<file path="src/rtl/rxq_pkg.sv">
package rxq_pkg;

    localparam int RXQ_DATA_W = 8;

    typedef struct packed {
        logic ovr;
        logic brk;
        logic par;
        logic frm;
    } rxq_err_t;

    typedef struct packed {
        rxq_err_t                err;
        logic [RXQ_DATA_W-1:0]   data;
    } rxq_entry_t;

    typedef enum logic [1:0] {
        ST_EMPTY = 2'd0,
        ST_PART  = 2'd1,
        ST_FULL  = 2'd2
    } rxq_fill_e;

endpackage

</file>
<file path="src/rtl/rxq_ctrl.sv">
module rxq_ctrl
    import rxq_pkg::*;
#(
    parameter int DEPTH      = 16,
    parameter int TRIG_LEVEL = 1,
    parameter int CW         = $clog2(DEPTH + 1),
    parameter int PW         = $clog2(DEPTH)
) (
    input  logic          clk,
    input  logic          rst_n,
    input  logic          fifo_en,
    input  logic          push_vld,
    input  logic          pop_req,
    output logic          flush,
    output logic          push_ok,
    output logic          pop_act,
    output logic          pop_ok,
    output logic [CW-1:0] count,
    output logic [PW-1:0] slot_mask,
    output logic          fifo_empty,
    output logic          fifo_full,
    output logic          can_accept,
    output logic          rx_irq
);

    logic          en_q;
    logic [CW-1:0] depth_cur;
    logic [CW-1:0] cnt_after_pop;
    logic [CW-1:0] cnt_nxt;
    logic          irq_set;
    logic          irq_clr;
    rxq_fill_e     state_q;
    rxq_fill_e     state_d;

    assign flush     = fifo_en ^ en_q;
    assign depth_cur = en_q ? CW'(DEPTH) : CW'(1);
    assign slot_mask = en_q ? PW'(DEPTH - 1) : '0;

    assign push_ok = push_vld && !flush && (count < depth_cur);
    assign pop_act = pop_req && !flush;
    assign pop_ok  = pop_act && (count != '0);

    assign cnt_after_pop = count - CW'(pop_ok);
    assign cnt_nxt       = flush ? '0 : (cnt_after_pop + CW'(push_ok));

    assign irq_set = push_ok && ((int'(cnt_after_pop) + 1) == TRIG_LEVEL);
    assign irq_clr = pop_act && ((int'(cnt_after_pop) + 1) == TRIG_LEVEL);

    // Occupancy transitions
    always_comb begin
        state_d = state_q;
        unique case (state_q)
            ST_EMPTY: begin
                if (flush)                       state_d = ST_EMPTY;
                else if (cnt_nxt == depth_cur)   state_d = ST_FULL;   // T_FIRST_FULL
                else if (cnt_nxt != '0)          state_d = ST_PART;   // T_FIRST
            end
            ST_PART: begin
                if (flush)                       state_d = ST_EMPTY;  // T_FLUSH
                else if (cnt_nxt == '0)          state_d = ST_EMPTY;  // T_DRAIN
                else if (cnt_nxt == depth_cur)   state_d = ST_FULL;   // T_FILL
            end
            ST_FULL: begin
                if (flush)                       state_d = ST_EMPTY;  // T_FLUSH
                else if (cnt_nxt == '0)          state_d = ST_EMPTY;  // T_TAKE_ONLY
                else if (cnt_nxt != depth_cur)   state_d = ST_PART;   // T_UNFILL
            end
            default:                             state_d = ST_EMPTY;
        endcase
    end

    always_ff @(posedge clk or negedge rst_n) begin
        if (!rst_n) state_q <= ST_EMPTY;
        else        state_q <= state_d;
    end

    // Flag outputs per state
    always_comb begin
        fifo_empty = 1'b0;
        fifo_full  = 1'b0;
        can_accept = 1'b1;
        unique case (state_q)
            ST_EMPTY: fifo_empty = 1'b1;
            ST_PART:  ;
            ST_FULL: begin
                fifo_full  = 1'b1;
                can_accept = 1'b0;
            end
            default:  fifo_empty = 1'b1;
        endcase
    end

    always_ff @(posedge clk or negedge rst_n) begin
        if (!rst_n) begin
            en_q   <= 1'b0;
            count  <= '0;
            rx_irq <= 1'b0;
        end else begin
            en_q  <= fifo_en;
            count <= cnt_nxt;
            if (irq_set)      rx_irq <= 1'b1;
            else if (irq_clr) rx_irq <= 1'b0;
        end
    end

    AST_SINGLE_CAP: assert property (@(posedge clk) disable iff (!rst_n)
        !en_q |-> (count <= CW'(1)));
    AST_FLAGS_EXCL: assert property (@(posedge clk) disable iff (!rst_n)
        !(fifo_empty && fifo_full));
    AST_IRQ_RISE: assert property (@(posedge clk) disable iff (!rst_n)
        $rose(rx_irq) |-> $past(push_vld));
    AST_FLUSH_EMPTY: assert property (@(posedge clk) disable iff (!rst_n)
        flush |=> (count == '0) && fifo_empty);
    AST_FLUSH_IRQ: assert property (@(posedge clk) disable iff (!rst_n)
        flush |=> $stable(rx_irq));
    AST_EMPTY_POP: assert property (@(posedge clk) disable iff (!rst_n)
        (pop_req && !push_vld && !flush && fifo_empty) |=> fifo_empty);
    AST_PAIR_KEEP: assert property (@(posedge clk) disable iff (!rst_n)
        (push_ok && pop_ok) |=> $stable(count));

endmodule

</file>
<file path="src/rtl/rxq_store.sv">
module rxq_store
    import rxq_pkg::*;
#(
    parameter int DEPTH = 16,
    parameter int CW    = $clog2(DEPTH + 1),
    parameter int PW    = $clog2(DEPTH)
) (
    input  logic          clk,
    input  logic          rst_n,
    input  logic          flush,
    input  logic          wr_en,
    input  rxq_entry_t    wr_entry,
    input  logic [CW-1:0] count,
    input  logic          pop_ok,
    input  logic [PW-1:0] slot_mask,
    output rxq_entry_t    head
);

    logic [PW-1:0] rd_pos;
    logic [PW-1:0] wr_slot;
    rxq_entry_t    slot_view [DEPTH];

    assign wr_slot = (rd_pos + count[PW-1:0]) & slot_mask;

    for (genvar g = 0; g < DEPTH; g++) begin : g_slot
        rxq_entry_t q;
        always_ff @(posedge clk or negedge rst_n) begin
            if (!rst_n)                               q <= '0;
            else if (wr_en && (wr_slot == PW'(g)))    q <= wr_entry;
        end
        assign slot_view[g] = q;
    end

    always_ff @(posedge clk or negedge rst_n) begin
        if (!rst_n)      rd_pos <= '0;
        else if (flush)  rd_pos <= '0;
        else if (pop_ok) rd_pos <= (rd_pos + PW'(1)) & slot_mask;
    end

    assign head = slot_view[rd_pos];

    AST_SINGLE_SLOT: assert property (@(posedge clk) disable iff (!rst_n)
        (slot_mask == '0) |-> (rd_pos == '0));
    AST_FLUSH_POS: assert property (@(posedge clk) disable iff (!rst_n)
        flush |=> (rd_pos == '0));

endmodule

</file>
<file path="src/rtl/rxq_status.sv">
module rxq_status
    import rxq_pkg::*;
(
    input  logic     clk,
    input  logic     rst_n,
    input  logic     flush,
    input  logic     push_try,
    input  logic     push_ok,
    input  logic     pop_act,
    input  rxq_err_t head_err,
    input  logic     status_clr,
    output logic     ovr_pend,
    output rxq_err_t rx_status
);

    always_ff @(posedge clk or negedge rst_n) begin
        if (!rst_n)        ovr_pend <= 1'b0;
        else if (flush)    ovr_pend <= 1'b0;
        else if (push_ok)  ovr_pend <= 1'b0;
        else if (push_try) ovr_pend <= 1'b1;
    end

    always_ff @(posedge clk or negedge rst_n) begin
        if (!rst_n)          rx_status <= '0;
        else if (pop_act)    rx_status <= head_err;
        else if (status_clr) rx_status <= '0;
    end

    AST_OVR_MARK: assert property (@(posedge clk) disable iff (!rst_n)
        (push_try && !push_ok) |=> ovr_pend);
    AST_STATUS_CLR: assert property (@(posedge clk) disable iff (!rst_n)
        (status_clr && !pop_act) |=> (rx_status == '0));

endmodule

</file>
<file path="src/rtl/rxq_buffer.sv">
module rxq_buffer
    import rxq_pkg::*;
#(
    parameter int DEPTH      = 16,
    parameter int TRIG_LEVEL = 1
) (
    input  logic                    clk,
    input  logic                    rst_n,
    input  logic                    fifo_en,
    input  logic                    push_vld,
    input  logic [RXQ_DATA_W-1:0]   push_byte,
    input  logic [2:0]              push_err,
    input  logic                    pop_req,
    input  logic                    status_clr,
    output logic [RXQ_DATA_W+3:0]   pop_data,
    output logic [3:0]              rx_status,
    output logic                    fifo_empty,
    output logic                    fifo_full,
    output logic                    can_accept,
    output logic                    rx_irq
);

    localparam int CW = $clog2(DEPTH + 1);
    localparam int PW = $clog2(DEPTH);

    logic          flush;
    logic          push_ok;
    logic          pop_act;
    logic          pop_ok;
    logic [CW-1:0] count;
    logic [PW-1:0] slot_mask;
    logic          ovr_pend;
    rxq_entry_t    wr_entry;
    rxq_entry_t    head;
    rxq_err_t      stat;

    rxq_ctrl #(
        .DEPTH      (DEPTH),
        .TRIG_LEVEL (TRIG_LEVEL),
        .CW         (CW),
        .PW         (PW)
    ) u_ctrl (
        .clk        (clk),
        .rst_n      (rst_n),
        .fifo_en    (fifo_en),
        .push_vld   (push_vld),
        .pop_req    (pop_req),
        .flush      (flush),
        .push_ok    (push_ok),
        .pop_act    (pop_act),
        .pop_ok     (pop_ok),
        .count      (count),
        .slot_mask  (slot_mask),
        .fifo_empty (fifo_empty),
        .fifo_full  (fifo_full),
        .can_accept (can_accept),
        .rx_irq     (rx_irq)
    );

    always_comb begin
        wr_entry.err.ovr = ovr_pend;
        wr_entry.err.brk = push_err[2];
        wr_entry.err.par = push_err[1];
        wr_entry.err.frm = push_err[0];
        wr_entry.data    = push_byte;
    end

    rxq_store #(
        .DEPTH (DEPTH),
        .CW    (CW),
        .PW    (PW)
    ) u_store (
        .clk       (clk),
        .rst_n     (rst_n),
        .flush     (flush),
        .wr_en     (push_ok),
        .wr_entry  (wr_entry),
        .count     (count),
        .pop_ok    (pop_ok),
        .slot_mask (slot_mask),
        .head      (head)
    );

    rxq_status u_status (
        .clk        (clk),
        .rst_n      (rst_n),
        .flush      (flush),
        .push_try   (push_vld && !flush),
        .push_ok    (push_ok),
        .pop_act    (pop_act),
        .head_err   (head.err),
        .status_clr (status_clr),
        .ovr_pend   (ovr_pend),
        .rx_status  (stat)
    );

    assign pop_data  = head;
    assign rx_status = stat;

endmodule

</file>
<file path="config.mk">
export PLATFORM = sky130hd
export DESIGN_NAME = rxq_buffer
export DESIGN_NICKNAME = d
export VERILOG_FILES = /design/src/rtl/rxq_pkg.sv /design/src/rtl/rxq_ctrl.sv /design/src/rtl/rxq_store.sv /design/src/rtl/rxq_status.sv /design/src/rtl/rxq_buffer.sv
export SDC_FILE = /design/constraint.sdc
export NUM_CORES = 1
export LEC_CHECK = 0
export BUFFER_PORTS_ARGS = -buffer_cell sky130_fd_sc_hd__buf_4
export CAP_MARGIN = 30
export CORE_ASPECT_RATIO = 1.2
export CORE_MARGIN = 2
export CORE_UTILIZATION = 55
export CTS_BUF_LIST = sky130_fd_sc_hd__clkbuf_4 sky130_fd_sc_hd__clkbuf_8
export DETAILED_ROUTE_END_ITERATION = 10
export GPL_TIMING_DRIVEN = 0
export PLACE_DENSITY_LB_ADDON = 0.25
export SLEW_MARGIN = 20
export SYNTH_ARGS = -nofsm -noshare
export SYNTH_HDL_FRONTEND = slang
export SYNTH_SLANG_ARGS = --single-unit
</file>
<file path="constraint.sdc">
create_clock -name clk -period 4.94 [get_ports clk]
set_clock_uncertainty 0.15 [all_clocks]
set_input_delay 0 -clock clk [delete_from_list [all_inputs] [get_ports clk]]
set_output_delay 0 -clock clk [all_outputs]
set_load 0.03 [all_outputs]
</file>
==> results.toml <==
[timing]
holdWs_ns = 0.1578
period_needed_ns = 4.620
final-setup-viol-count = 0
setup_ws_ns = 0.3204
hold_viol_final = 0
slew_headroom_pct = 46.49
slew_violations = 0
fmax_mhz = 216.5
worstMarginPinSlew_ns = 0.8027
fin_crit_sh_pct = 93.51
rsz0062_at_grt = "no"

[yosys]
synthArstFlopShare_pct = 100.0
syn_area_mm2 = 0.01018
synth_cells = 757
synth_most_common_cell = "dfrtp_1"
yosysTopAreaCellShare_pct = 51.64
synth_nets = 788
synth_cell_types = 48
syn_avg_cell_area_um2 = 13.44
ys_ff_latch = 210
seq_area_frac_synth_pct = 51.64
synth_area_leaders = "dfrtp_1 52%, mux2_2 22%, mux4_2 5.3%"
synth_edf_count = 0
synth_ff_type = "dfrtp_1"
synth_commonest_cells = "210 x dfrtp_1, 195 x mux2_2, 37 x o21ai_0"
synth_top_area_cell = "dfrtp_1"
yosysWarnings = 0

[drt]
drc = 0
ant_nets = 0
vias = 6708
drt-initial-drc-count = 316
routedWlPerCell_um = 23.03
vias_per_cell = 6.109
wirelength_um = 25290
dr.pass1.iters = 5

[cells_and_area]
final_nets = 883
fill_cells = 1342
area_delta_synth_final_pct = 15.16
diodes = 0
drive_gt1_share_pct = 41.53

[clock_network]
clk_latency_ns = 0.52
cts_tree = "done"
path_clk_slew_ns = 0.06
cts_buffer_depth = 3
cts_root_buffer = "clkbuf_8"
h-tree-depth = 2
cts.sinks = 210
cts_made_buffers = 35

[die]
core_area_mm2 = 0.01817
pin_count = 37
die_w_um = 128.2
start_util_pct = 55.99
dieArea_mm2 = 0.01961
rows = 54
fp.dieH_um = 153.0

[worst_setup_path]
worst_ep_required_time_ns = 5.18
r2r_slack_ns = 0.32
worstSetupStartpointType = "flip-flop"
arrival_ns = 4.86
critPathMaxStageDelay_ns = 0.63
slowest_stage = "or4_1"
cp-end-kind = "flip-flop"
worstSetupPathType = "reg -> reg"
critical_path.cell_chain = "clkbuf_1, clkbuf_2, clkdlybuf4s15_2, inv_1, fa_1, or4_1, nor2_1, buf_2, mux2_2"
worstReg2RegStart = "u_store.rd_pos[1]$_DFFE_PN0P_"
r2r-end = "u_store.g_slot[10].q[10]$_DFFE_PN0P_"
worst_r2r_path_depth = 9
critPathMaxFanout = 10
crit_start = "u_store.rd_pos[1]$_DFFE_PN0P_"
endpoint = "u_store.g_slot[10].q[10]$_DFFE_PN0P_"

[global_routing]
grt_pass1_vias = 7126
grtUsageTotal_pct = 26.83
grt_max_degree = 92
grt_overflow = 0
antenna_found_initial = 0
grt_first_pass_wirelength_um = 39610

[pwr]
peakVddDrop_v = 0.0004327
p_leak_uw = 0.005580
power.density_mw_per_mm2 = 456.2
totalPowerFinal_uw = 5346

[job]
maxCapViolCount = 0

[hold_path]
worstHoldPathType = "in -> reg"

[outcome]
status = "finished, final reports clean"

[place]
hpwl_um = 16610
dp_slack_ns = -0.2269
io_buffers = 36
gp_congestion = 0.8477
state kept, by name (all words and copies together) (netlist names):
| signal | flops |
|---|---|
| u_store.g_slot.q | 192 |
| u_ctrl.count | 5 |
| u_status.rx_status | 4 |
| u_store.rd_pos | 4 |
| u_ctrl.state_q | 2 |
| u_ctrl.en_q | 1 |
| u_ctrl.rx_irq | 1 |
| u_status.ovr_pend | 1 |
repair_timing:
item                                    in CTS  in global routing
gates cloned                                 0                  0
endpoints found under the setup margin      76                 40
hold buffers                                20                  0
endpoints found under the hold margin      314                  0
setup buffers                                0                  0
gates resized for setup                      3                  1
per-layer routing:
| metal | share of wire, % | track usage, % | wire (µm) |
|---|---|---|---|
| met5 | 0 | 0 | 0 |
| met3 | 5.1 | 5.075 | 1289 |
| met4 | 5.1 | 13.81 | 1282 |
| met2 | 49 | 44.05 | 12480 |
| met1 | 40 | 33.92 | 10240 |
worst min-delay path by stage:
stage | cells past startpoint | slack, ns | startpoint | end
global placement | 1 | -0.03 | fifo_en | u_ctrl.en_q$_DFF_PN0_
CTS | 4 | 0.13 | pop_req | u_status.rx_status[1]$_DFFE_PN0P_
detailed placement | 1 | -0.24 | rst_n | u_ctrl.state_q[1]$_DFFE_PN0P_
floorplan | 0 | -0.45 | rst_n | u_ctrl.count[0]$_DFF_PN0_
finish | 4 | 0.16 | pop_req | u_status.rx_status[2]$_DFFE_PN0P_
global route | 3 | 0.16 | push_err[1] | u_store.g_slot[7].q[9]$_DFFE_PN0P_
area by class of cell:
class / instances / area [µm²] / area share [%]
Sequential cell: 210 / 5255 / 44.84
Multi-Input combinational cell: 481 / 4623 / 39.45
Clock buffer: 56 / 689.4 / 5.883
Timing Repair Buffer: 58 / 543.0 / 4.634
Tap cell: 224 / 280.3 / 2.392
Buffer: 54 / 261.5 / 2.231
Inverter: 12 / 45.04 / 0.3844
Clock inverter: 3 / 21.27 / 0.1815
stage by stage:
step	setup TNS, ns	util [%]	instances	cell area [µm²]
finish	0	64.48	1098	11720
global route	0	64.48	1098	11720
CTS	0	64.51	1098	11720
detailed placement	-7.276	59.36	1019	10790
global placement	-4.129	59.02	1017	10730
floorplan	0	-	757	10180
critical path: cells and delay by family (launching register included):
family	cells	cell delay [ns]
buf+inv	5	2.13
simple gates	2	0.88
fa+ha+maj	1	0.52
flops	1	0.41
mux	1	0.39
cell usage in the layout (no fill, tap or decap), drive strengths merged, types with 17 or more instances in the layout:
cell,netlist,routed
dfrtp,210,210
mux2,205,205
clkbuf,25,82
buf,29,66
o21ai,38,38
mux2i,36,36
nand2,28,28
nor2,25,25
mux4,24,24
dlygate4sd3,0,19
a21oi,17,17
where the power goes:
group | internal [µW] | total, µW | switching [µW]
logic | 770 | 1620 | 846
clock network | 881 | 1560 | 675
registers | 2010 | 2170 | 168
total | 3660 | 5350 | 1690
cell families (layout without fill, tap and decap cells):
group	after synthesis	count (layout)	synth area share (%)
AOI/OAI and AO/OA	91	91	5.570
buffers and inverters	66	183	2.926
and+or+nand+nor	98	98	5.041
DFF	210	210	51.64
muxes	265	265	31.91
adders and majority gates	14	14	1.795
xor gates and xnor gates	13	13	1.119
Power figures use the tool's default switching activity.
